--- src/rtl/extint_pkg.sv ---
package extint_pkg;
    localparam int REG_W  = 8;
    localparam int B_MODE = 0;
    localparam int B_IE   = 1;
    localparam int B_ACK  = 2;
    localparam int B_FLAG = 3;
    localparam int B_PE   = 4;
    localparam int B_POL  = 5;
    localparam int B_PDD  = 6;

    typedef enum logic {
        FLG_IDLE    = 1'b0,
        FLG_PENDING = 1'b1
    } flag_state_t;

    typedef struct packed {
        logic pull_off;
        logic pol;
        logic pin_on;
        logic irq_on;
        logic lvl_mode;
    } ctl_t;
endpackage

--- src/rtl/extint_sync.sv ---
module extint_sync #(
    parameter int STAGES = 2
) (
    input  logic clk,
    input  logic rst_n,
    input  logic d,
    output logic q
);
    logic [STAGES-1:0] chain_q;

    generate
        if (STAGES == 1) begin : g_single
            always_ff @(posedge clk or negedge rst_n) begin
                if (!rst_n) chain_q <= '0;
                else        chain_q <= d;
            end
        end else begin : g_multi
            always_ff @(posedge clk or negedge rst_n) begin
                if (!rst_n) chain_q <= '0;
                else        chain_q <= {chain_q[STAGES-2:0], d};
            end
        end
    endgenerate

    assign q = chain_q[STAGES-1];
endmodule

--- src/rtl/extint_detect.sv ---
module extint_detect
    import extint_pkg::*;
(
    input  logic clk,
    input  logic rst_n,
    input  logic pin_s,
    input  ctl_t ctl,
    output logic evt
);
    logic prev_q;
    logic at_level;
    logic changed;

    always_ff @(posedge clk or negedge rst_n) begin
        if (!rst_n) prev_q <= 1'b0;
        else        prev_q <= pin_s;
    end

    always_comb begin
        at_level = (pin_s == ctl.pol);
        changed  = (pin_s != prev_q);
        if (!ctl.pin_on)       evt = 1'b0;
        else if (ctl.lvl_mode) evt = at_level;
        else                   evt = at_level && changed;
    end
endmodule

--- src/rtl/extint_regs.sv ---
module extint_regs
    import extint_pkg::*;
#(
    parameter int ADDR_W   = 4,
    parameter int REG_ADDR = 0
) (
    input  logic              clk,
    input  logic              rst_n,
    input  logic [ADDR_W-1:0] bus_addr,
    input  logic              bus_wr,
    input  logic [REG_W-1:0]  bus_wdata,
    input  logic              flag,
    output ctl_t              ctl,
    output logic              ack_wr,
    output logic [REG_W-1:0]  bus_rdata
);
    localparam logic [ADDR_W-1:0] SEL_ADDR = ADDR_W'(REG_ADDR);

    logic hit;
    logic unused_wbits;

    assign hit          = (bus_addr == SEL_ADDR);
    assign unused_wbits = ^{bus_wdata[7], bus_wdata[B_FLAG]};
    assign ack_wr       = hit && bus_wr && bus_wdata[B_ACK];

    always_ff @(posedge clk or negedge rst_n) begin
        if (!rst_n) begin
            ctl <= '0;
        end else if (hit && bus_wr) begin
            ctl.pull_off <= bus_wdata[B_PDD];
            ctl.pol      <= bus_wdata[B_POL];
            ctl.pin_on   <= bus_wdata[B_PE];
            ctl.irq_on   <= bus_wdata[B_IE];
            ctl.lvl_mode <= bus_wdata[B_MODE];
        end
    end

    always_comb begin
        bus_rdata = '0;
        if (hit) begin
            bus_rdata[B_PDD]  = ctl.pull_off;
            bus_rdata[B_POL]  = ctl.pol;
            bus_rdata[B_PE]   = ctl.pin_on;
            bus_rdata[B_FLAG] = flag;
            bus_rdata[B_IE]   = ctl.irq_on;
            bus_rdata[B_MODE] = ctl.lvl_mode;
        end
    end
endmodule

--- src/rtl/extint_flag_fsm.sv ---
module extint_flag_fsm
    import extint_pkg::*;
(
    input  logic clk,
    input  logic rst_n,
    input  logic evt,
    input  logic ack,
    input  logic irq_on,
    output logic flag,
    output logic irq
);
    flag_state_t state_q, state_d;

    always_ff @(posedge clk or negedge rst_n) begin
        if (!rst_n) state_q <= FLG_IDLE;
        else        state_q <= state_d;
    end

    always_comb begin
        state_d = state_q;
        unique case (state_q)
            FLG_IDLE:    if (evt)         state_d = FLG_PENDING; // T_DETECT
            FLG_PENDING: if (ack && !evt) state_d = FLG_IDLE;    // T_ACK
            default:                      state_d = FLG_IDLE;
        endcase
    end

    always_comb begin
        flag = (state_q == FLG_PENDING);
        irq  = flag && irq_on;
    end
endmodule

--- src/rtl/extint_ctrl.sv ---
module extint_ctrl
    import extint_pkg::*;
#(
    parameter int ADDR_W      = 4,
    parameter int REG_ADDR    = 0,
    parameter int SYNC_STAGES = 2
) (
    input  logic              clk,
    input  logic              rst_n,
    input  logic [ADDR_W-1:0] bus_addr,
    input  logic              bus_wr,
    input  logic [7:0]        bus_wdata,
    output logic [7:0]        bus_rdata,
    input  logic              pin_in,
    output logic              irq_req,
    output logic              pullup_en,
    output logic              pulldown_en
);
    ctl_t ctl;
    logic pin_s;
    logic evt;
    logic ack_wr;
    logic flag;

    extint_sync #(.STAGES(SYNC_STAGES)) u_sync (
        .clk  (clk),
        .rst_n(rst_n),
        .d    (pin_in),
        .q    (pin_s)
    );

    extint_detect u_detect (
        .clk  (clk),
        .rst_n(rst_n),
        .pin_s(pin_s),
        .ctl  (ctl),
        .evt  (evt)
    );

    extint_regs #(.ADDR_W(ADDR_W), .REG_ADDR(REG_ADDR)) u_regs (
        .clk      (clk),
        .rst_n    (rst_n),
        .bus_addr (bus_addr),
        .bus_wr   (bus_wr),
        .bus_wdata(bus_wdata),
        .flag     (flag),
        .ctl      (ctl),
        .ack_wr   (ack_wr),
        .bus_rdata(bus_rdata)
    );

    extint_flag_fsm u_fsm (
        .clk   (clk),
        .rst_n (rst_n),
        .evt   (evt),
        .ack   (ack_wr),
        .irq_on(ctl.irq_on),
        .flag  (flag),
        .irq   (irq_req)
    );

    always_comb begin
        pullup_en   = ctl.pin_on && !ctl.pull_off && !ctl.pol;
        pulldown_en = ctl.pin_on && !ctl.pull_off &&  ctl.pol;
    end
endmodule

--- config.mk ---
export PLATFORM = sky130hd
export DESIGN_NAME = extint_ctrl
export DESIGN_NICKNAME = d
export VERILOG_FILES = /design/src/rtl/extint_pkg.sv /design/src/rtl/extint_sync.sv /design/src/rtl/extint_detect.sv /design/src/rtl/extint_regs.sv /design/src/rtl/extint_flag_fsm.sv /design/src/rtl/extint_ctrl.sv
export SDC_FILE = /design/constraint.sdc
export NUM_CORES = 1
export LEC_CHECK = 0
export CELL_PAD_IN_SITES_DETAIL_PLACEMENT = 1
export CELL_PAD_IN_SITES_GLOBAL_PLACEMENT = 1
export CORE_AREA = 2 2 39 41
export CTS_CLUSTER_DIAMETER = 150
export DETAILED_ROUTE_END_ITERATION = 8
export DIE_AREA = 0 0 41 43
export DONT_BUFFER_PORTS = 1
export PLACE_DENSITY_LB_ADDON = 0.1
export SYNTH_ARGS = -nofsm -noshare
export SYNTH_HDL_FRONTEND = slang
export SYNTH_SLANG_ARGS = --single-unit
--- constraint.sdc ---
create_clock -name clk -period 2.5 [get_ports clk]
set_clock_uncertainty 0.2 [all_clocks]
set_input_delay 0.5 -clock clk [delete_from_list [all_inputs] [get_ports clk]]
set_output_delay 0.5 -clock clk [all_outputs]
set_load 0.01 [all_outputs]
==> results.md, run 1 <==
* Outcome: completed
* Switch share at 0.260
* CP cell instances: nor4_4 > and2_2
* Grt total ovfl at 0
* Max-cap viol count at 0
* H-tree depth at 1
* Total number of vias at 269
* Global-route wire length before repair at between 1 and 1.5 mm
* CTS root buf: clkbuf_4
* Clock tree sinks at 9
* CTS resizes at 0
* Combinational power share at 0.188
* Synth Area in XOR/XNOR at 0.0383
* Post CTS Setup Buffer Count at 0
* CP Buf/Inv Count at 0
* Ys Warns at 0
* Synth Area in Simple Gates at 0.246
* RSZ-0062 raised after global routing: no
* Max VDD drop at 0.284 mV
* Period Utilization, post-route at 0.759
* Hold Crit Class: primary input to flip-flop
* Endpoints failing setup at 0
* Initial Util at 0.331
* LEAKAGE at 0.238 nW
* Gate Count Post-Synth at 34
* IO Port Bufs at 0
* Largest family of logic cells by synthesized area: simple AND/OR/NAND/NOR gates
* CP delay by family, top: simple AND/OR/NAND/NOR gates
* Max Freq at 527 MHz
* Clock transition at path regs at 0.05 ns
* CTS Buffer Depth at 2
* Largest net degree at the start of global routing at 10
* 1st-iter DRT viols at 2
* Compound-Gate Fraction of Synth Area at 0.0191
* CP Capture Type: output pin
* Crit path required time at 1.80 ns
* Core area at 0.00138 sq mm
* TritonCTS clock tree: done
* Pint at roughly 280 uW
* Vias in the first global route at 276
* Final setup TNS at 0 ns
* Worst-Skew Late Latency at ~0.26 ns
* Initial antenna violation count at 0
* Final Hold Vio Count at 0
* P_sw at 97.0 uW
* Tmin final at around 1.9 ns
* Synthesized area per cell at 13.5 sq um
* Cell Rows at 14
* CP startpoint kind: primary input
* WL/cell at between 10 and 15 um
* Clock power frac at 0.287
* Die H at 43 um
* Die X-Extent at 41 um
* Slew Limit Fails at 0
* Flop and latch count out of synthesis at 9
* Critical-path maximum fanout at 8
* Post-synthesis sequential area ratio at 0.492
* Hold buffers post-CTS at 1
* Drt first pass iters at 2
* Unique masters post-synth at 16
* Io pins at 27
* Total power at 373 uW
* Slowest-stage cell, CP: nor4_4
* Synthesized-area fraction occupied by adder cells at 0
* Post-synthesis mux area share at 0.164
* Total global-route track usage at 0.107
* Final ANT Viol Nets at 0
* Mapped cell area at 458 sq um
* Power share of the sequential group at 0.525
* Crit path DAT at approximately 1.2 ns
* Max stage delay on crit path at ~0.44 ns
* DIE AREA at 0.00176 sq mm
* Synth-to-Final Area Change at 9.84%
* Inserted Clock Buffers at 3
* Nets at 55
* WS Path Type: primary input to output pin
* Ant. Diodes at 0
* Share of layout cells above drive strength 1 at 0.421
* Final wirelength at between 700 and 800 um
* Routability Congestion at roughly 0.59
* DRC viols at 0
* P per Cell Area at 742 mW/mm^2
* DR vias/cell at 4.98
## synth_stat cells (all sizes together)
cell type,count,area share
buf,2,0.033
and3b,1,0.019
o2bb2ai,1,0.019
nand2,2,0.033
nand3,1,0.011
dfrtp,9,0.49
nor3b,1,0.016
and2,7,0.11
nor2,1,0.0082
mux2,5,0.16
xor2,1,0.019
xnor2,1,0.019
nor4,1,0.046
conb,1,0.0082
## cell families after synthesis
group	Yosys count
buffers and inverters	2
AO/OA/AOI/OAI	1
multiplexers	5
other	1
flip-flops	9
AND/OR/NAND/NOR	14
XOR/XNOR	2
## area by class of cell
cell class | instances | area (sq um)
clock buffers | 4 | 26.3
fillers | 153 | 881
well taps | 16 | 20.0
repair buffers | 1 | 10.0
multi-input cells | 24 | 221
flip-flops and latches | 9 | 225
## path summary, 6_finish.rpt
kind / start / endpoint / slack, ns / cells after the start
setup / recovery: bus_addr[3] / bus_rdata[0] / 0.60 / 2
hold / removal: pin_in / u_sync.chain_q[0] / 0.07 / 0
setup reg to reg: u_regs.ctl[3] / u_fsm.flag / 1.39 / 3
hold reg to reg: u_sync.chain_q[0] / u_sync.chain_q[1] / 0.15 / 0
max in group asynchronous: rst_n / u_sync.chain_q[0] / 1.43 / 1
min in group asynchronous: rst_n / u_regs.ctl[3] / 0.39 / 1
## power by group through the flow
stage,Clock (mW),Combinational [mW],Sequential (mW)
after floorplan,0,0.0647,0.190
after global placement,0,0.0669,0.197
after detailed placement,0,0.0670,0.200
after CTS,0.116,0.0717,0.198
after global routing,0.124,0.0773,0.201
final,0.107,0.0701,0.196
## routing by layer
layer	track usage	part of all wire	up-vias
met5	0	0	-
met4	0.100	0.021	0
met3	0.0524	0.12	2
met2	0.159	0.48	18
met1	0.0970	0.38	129
li1	-	-	120
## through the flow
stage          setup slack [ns]  hold WS (ns)  utilization  area (sq um)  instances
6_report                  0.602        0.0717        0.363           503         54
5_1_grt                   0.491        0.0461        0.363           503         54
4_1_cts                   0.566        0.0571        0.363           503         54
3_3_place_gp              0.601       0.00468        0.337           467         49
2_1_floorplan             0.666       0.00441            -           462         35
3_5_place_dp              0.566       0.00467        0.337           467         49
## sequential cells by signal, indices dropped and copies added (netlist names)
register and count:
u_fsm.flag 1, u_detect.prev_q 1, u_sync.chain_q 2, u_regs.ctl 5
## cell usage in the layout (no fill, tap or decap)
master,Yosys,routed
xnor2_1,1,1
clkbuf_1,0,1
nand3_1,1,1
and2_1,1,1
dfrtp_1,9,9
nand2_4,1,1
o2bb2ai_1,1,1
conb_1,1,2
and3b_1,1,1
mux2_4,5,5
clkbuf_4,0,3
dlygate4sd3_1,0,1
nor2_1,1,1
nand2_1,1,1
xor2_1,1,1
nor4_4,1,1
nor3b_1,1,1
and2_2,6,6
(Power assumes the default switching activity.)
==> inputs of run 2 (changes only) <==
==> constraint.sdc (replaced) <==
create_clock -name clk -period 1.95 [get_ports clk]
set_clock_uncertainty 0.2 [all_clocks]
set_input_delay 0.39 -clock clk [delete_from_list [all_inputs] [get_ports clk]]
set_output_delay 0.39 -clock clk [all_outputs]
set_load 0.01 [all_outputs]
==> results.md, run 2 (synthesized netlist as in run 1, its figures left out) <==
* CP delay by family, top: flip-flops
* Initial antenna violation count at 0
* Total power at between 400 and 500 uW
* Largest net degree at the start of global routing at 10
* WL/cell at 13.7 um
* CTS Buffer Depth at 2
* Sequential Area at 225 sq um
* Max-cap viol count at 0
* Area occupied by multi-input gates at 221 sq um
* Crit path required time at 1.36 ns
* Max VDD drop at 0.364 mV
* Crit path DAT at 1.09 ns
* CP startpoint kind: flip-flop
* DIE AREA at 0.00176 sq mm
* Synth-to-Final Area Change at 12.0%
* Biggest register: u_regs.ctl
* DR vias/cell at 4.96
* CP Buf/Inv Count at 0
* Initial Util at 0.331
* Max Freq at ~600 MHz
* Max FFs per register at 5
* Final Hold Vio Count at 0
* Vias in the first global route at 276
* P per Cell Area at 936 mW/mm^2
* Final setup TNS at 0 ns
* Die H at 43 um
* CP Capture Type: output pin
* Io pins at 27
* CTS root buf: clkbuf_4
* TritonCTS clock tree: done
* Slowest-stage cell, CP: dfrtp_1
* Share of layout cells above drive strength 1 at 0.410
* Grt total ovfl at 0
* Worst-Skew Late Latency at 0.26 ns
* Filler Cell Count at between 150 and 200
* Total number of vias at 273
* Core area at roughly 0.0014 sq mm
* Ant. Diodes at 0
* Endpoints failing setup at 0
* Slew Limit Fails at 0
* Period Utilization, post-route at 0.861
* Final ANT Viol Nets at 0
* Critical-path maximum fanout at 6
* Largest regs: u_regs.ctl x5, u_sync.chain_q x2
* RSZ-0062 raised after global routing: no
* Outcome: completed
* DRC viols at 0
* Tmin final at 1.68 ns
* WS Path Type: flip-flop to output pin
* 1st-iter DRT viols at 2
* Drt first pass iters at 2
* Commonest non-fill, non-tap cell in the layout: dfrtp_1
* Clock transition at path regs at 0.06 ns
* H-tree depth at 1
* Inserted Clock Buffers at 3
* Max stage delay on crit path at 0.45 ns
* Cell Rows at 14
* Clock tree sinks at 9
* CTS resizes at 0
* Hold Crit Class: primary input to flip-flop
* Final wirelength at between 700 and 800 um
* Total global-route track usage at 0.107
* CP cell instances: nor3b_1
* Nets at 56
* IO Port Bufs at 0
* Most frequent cells in the layout: dfrtp_1, and2_2, mux2_4, clkbuf_4
* Routability Congestion at 0.594
* Global-route wire length before repair at 1.15 mm
* Die X-Extent at 41 um
* LEAKAGE at between 0.2 and 0.25 nW
-- run 2: stage by stage --
| stage | cells | setup WS [ns] | hold WS, ns | utilization | instance area, sq um |
|---|---|---|---|---|---|
| global route | 55 | 0.161 | 0.0573 | 0.371 | 513 |
| finish | 55 | 0.270 | 0.0763 | 0.371 | 513 |
| floorplan | 35 | 0.336 | -0.106 | - | 462 |
| global placement | 49 | 0.271 | -0.105 | 0.337 | 467 |
| detailed placement | 49 | 0.236 | -0.105 | 0.337 | 467 |
| CTS | 55 | 0.236 | 0.0595 | 0.371 | 513 |
-- run 2: timing repair --
| item | 4_1_cts | 5_1_grt |
|---|---|---|
| buffers inserted | 0 | 0 |
| hold buffers | 2 | 0 |
| endpoints found under the hold margin | 10 | 0 |
-- run 2: report_power, final --
group          switching [mW]  internal [mW]
clock                  0.0589         0.0785
sequential             0.0317          0.220
combinational          0.0340         0.0575
total                   0.125          0.356
-- run 2: layer usage --
metal  GRT usage  part of all wire
met1      0.0970              0.38
met2       0.159              0.48
met3      0.0524              0.12
met4       0.100             0.021
met5           0                 0
-- run 2: worst paths after layout --
path                                     end              start  cells after the start  slack, ns
setup / recovery                   pullup_en      u_regs.ctl[3]                      1       0.27
hold / removal                 u_regs.ctl[3]       bus_wdata[5]                      1       0.08
min in group asynchronous      u_regs.ctl[3]              rst_n                      1       0.28
setup reg to reg                  u_fsm.flag      u_regs.ctl[3]                      3       0.84
hold reg to reg            u_sync.chain_q[1]  u_sync.chain_q[0]                      0       0.15
max in group asynchronous  u_sync.chain_q[0]              rst_n                      1       0.99
-- run 2: layout make-up --
| class | instances | area share |
|---|---|---|
| sequential | 9 | 0.439 |
| multi-input combinational | 24 | 0.432 |
| clock buffer | 4 | 0.0512 |
| timing repair buffer | 2 | 0.0390 |
| tap | 16 | 0.0390 |
-- run 2: worst reg2reg max path, cell delays in order (launching register included) --
cell       delay (ns)
dfrtp_1          0.45
xnor2_1          0.19
nand2_1          0.07
o2bb2ai_1        0.13
==> inputs of run 3 (changes only) <==
--- a/config.mk
+++ b/config.mk
@@ -5,14 +5,11 @@
 export SDC_FILE = /design/constraint.sdc
 export NUM_CORES = 1
 export LEC_CHECK = 0
-export CELL_PAD_IN_SITES_DETAIL_PLACEMENT = 1
-export CELL_PAD_IN_SITES_GLOBAL_PLACEMENT = 1
 export CORE_AREA = 2 2 39 41
 export CTS_CLUSTER_DIAMETER = 150
 export DETAILED_ROUTE_END_ITERATION = 8
 export DIE_AREA = 0 0 41 43
 export DONT_BUFFER_PORTS = 1
-export PLACE_DENSITY_LB_ADDON = 0.1
 export SYNTH_ARGS = -nofsm -noshare
 export SYNTH_HDL_FRONTEND = slang
 export SYNTH_SLANG_ARGS = --single-unit
==> results.md, run 3 (synthesized netlist as in run 1, its figures left out) <==
* Largest net degree at the start of global routing at 10
* Total global-route track usage at 0.102
* Crit path required time at 1.36 ns
* 1st-iter DRT viols at 0
* RSZ-0062 raised after global routing: no
* DP Worst Slack at 0.256 ns
* Endpoints failing setup at 0
* Hold Path Origin: bus_wdata[1]
* CP startpoint kind: primary input
* Post-DP HPWL at 612 um
* Core area at 0.00138 sq mm
* Io pins at 27
* Worst-Skew Late Latency at 0.25 ns
* Global-route wire length before repair at between 1 and 1.5 mm
* Final ANT Viol Nets at 0
* Commonest non-fill, non-tap cell in the layout: dfrtp_1
* Initial Util at 0.331
* Final setup TNS at 0 ns
* Share of layout cells above drive strength 1 at 0.410
* Tmin final at 1.68 ns
* CP cell instances: nor4_4 > and2_2
* Clock tree sinks at 9
* Clock transition at path regs at 0.06 ns
* Inserted Clock Buffers at 3
* Biggest register: u_regs.ctl
* TritonCTS clock tree: done
* Drt first pass iters at 1
* Cell Rows at 14
* Nets at between 50 and 60
* Grt total ovfl at 0
* CTS root buf: clkbuf_4
* Die H at 43 um
* CTS Buffer Depth at 2
* Max VDD drop at 0.331 mV
* CP delay by family, top: simple AND/OR/NAND/NOR gates
* Hold Path Stages at 1
* Total power at between 400 and 500 uW
* Register-to-register setup slack at 0.80 ns
* Ant. Diodes at 0
* Routability Congestion at around 0.66
* Die X-Extent at around 41 um
* Max Freq at 597 MHz
* Largest regs: u_regs.ctl x5, u_sync.chain_q x2
* Slowest-stage cell, CP: nor4_4
* Final wirelength at between 700 and 800 um
* Period Utilization, post-route at 0.859
* CTS resizes at 0
* Sequential Area at 225 sq um
* CP Buf/Inv Count at 0
* Initial antenna violation count at 0
* WL/cell at 12.9 um
* Area occupied by multi-input gates at 221 sq um
* DIE AREA at 0.00176 sq mm
* Slew Limit Fails at 0
* Crit path DAT at 1.09 ns
* WS Path Type: primary input to output pin
* IO Port Bufs at 0
* Max FFs per register at 5
* H-tree depth at 1
* Filler Cell Count at ~140
* Hold Crit Class: primary input to flip-flop
* Most frequent cells in the layout: dfrtp_1, and2_2, mux2_4, clkbuf_4
* R2R Path Start: u_regs.ctl[3]
* DRC viols at 0
* Outcome: completed
* CP Capture Type: output pin
* Hold Path Sink: u_regs.ctl[1]
* LEAKAGE at around 0.24 nW
* R2R cell count at 3
* Synth-to-Final Area Change at 12.0%
* DR vias/cell at 4.75
* Max-cap viol count at 0
* Final Hold Vio Count at 0
* Fin worst setup slack at around 0.27 ns
* Vias in the first global route at between 200 and 300
* Total number of vias at 261
* Critical-path maximum fanout at 8
* RR Endpoint: u_fsm.flag
* P per Cell Area at 932 mW/mm^2
* Max stage delay on crit path at 0.44 ns
run 3: cell counts in the layout (fill, tap and decap cells not counted):
Identical to the previous run, type by type.
run 3: power breakdown:
part	total, mW	switching [mW]	internal [mW]
Combinational	0.0930	0.0354	0.0575
Clock	0.135	0.0565	0.0783
Sequential	0.250	0.0307	0.220
Total	0.478	0.123	0.355
run 3: area by class of cell:
class                      instances  share of cell area
sequential                         9               0.439
multi-input combinational         24               0.432
clock buffer                       4              0.0512
timing repair buffer               2              0.0390
tap                               16              0.0390
run 3: repair_timing:
item                                   in CTS  in global routing
setup buffers                               0                  0
hold buffers                                2                  0
endpoints found under the hold margin      10                  0
run 3: worst max-delay path by stage:
stage           startpoint           end  slack (ns)  cells after the start
6_report       bus_addr[3]  bus_rdata[0]        0.27                      2
5_1_grt        bus_addr[3]  bus_rdata[3]        0.21                      2
4_1_cts        bus_addr[3]  bus_rdata[0]        0.25                      2
3_5_place_dp   bus_addr[3]  bus_rdata[0]        0.26                      2
3_3_place_gp   bus_addr[3]  bus_rdata[0]        0.27                      2
2_1_floorplan  bus_addr[3]  bus_rdata[0]        0.34                      2
run 3: per-stage QoR:
step                      utilization  cell area, sq um  std cells  hold WS [ns]
after floorplan                     -               462         35        -0.106
after global routing            0.371               513         55        0.0612
final                           0.371               513         55        0.0865
after CTS                       0.371               513         55        0.0786
after detailed placement        0.337               467         49        -0.105
after global placement          0.337               467         49        -0.105
run 3: metal layers:
layer | track usage | vias up | part of all wire
met5 | 0 | - | 0
met4 | 0.0800 | 0 | 0.014
met3 | 0.0471 | 2 | 0.12
met2 | 0.169 | 15 | 0.58
met1 | 0.0850 | 122 | 0.29
li1 | - | 122 | -
run 3: worst reg2reg max path: stages (launching register included):
cell and delay (ns):
dfrtp_1 0.44, xnor2_1 0.18, nand2_1 0.07, o2bb2ai_1 0.17
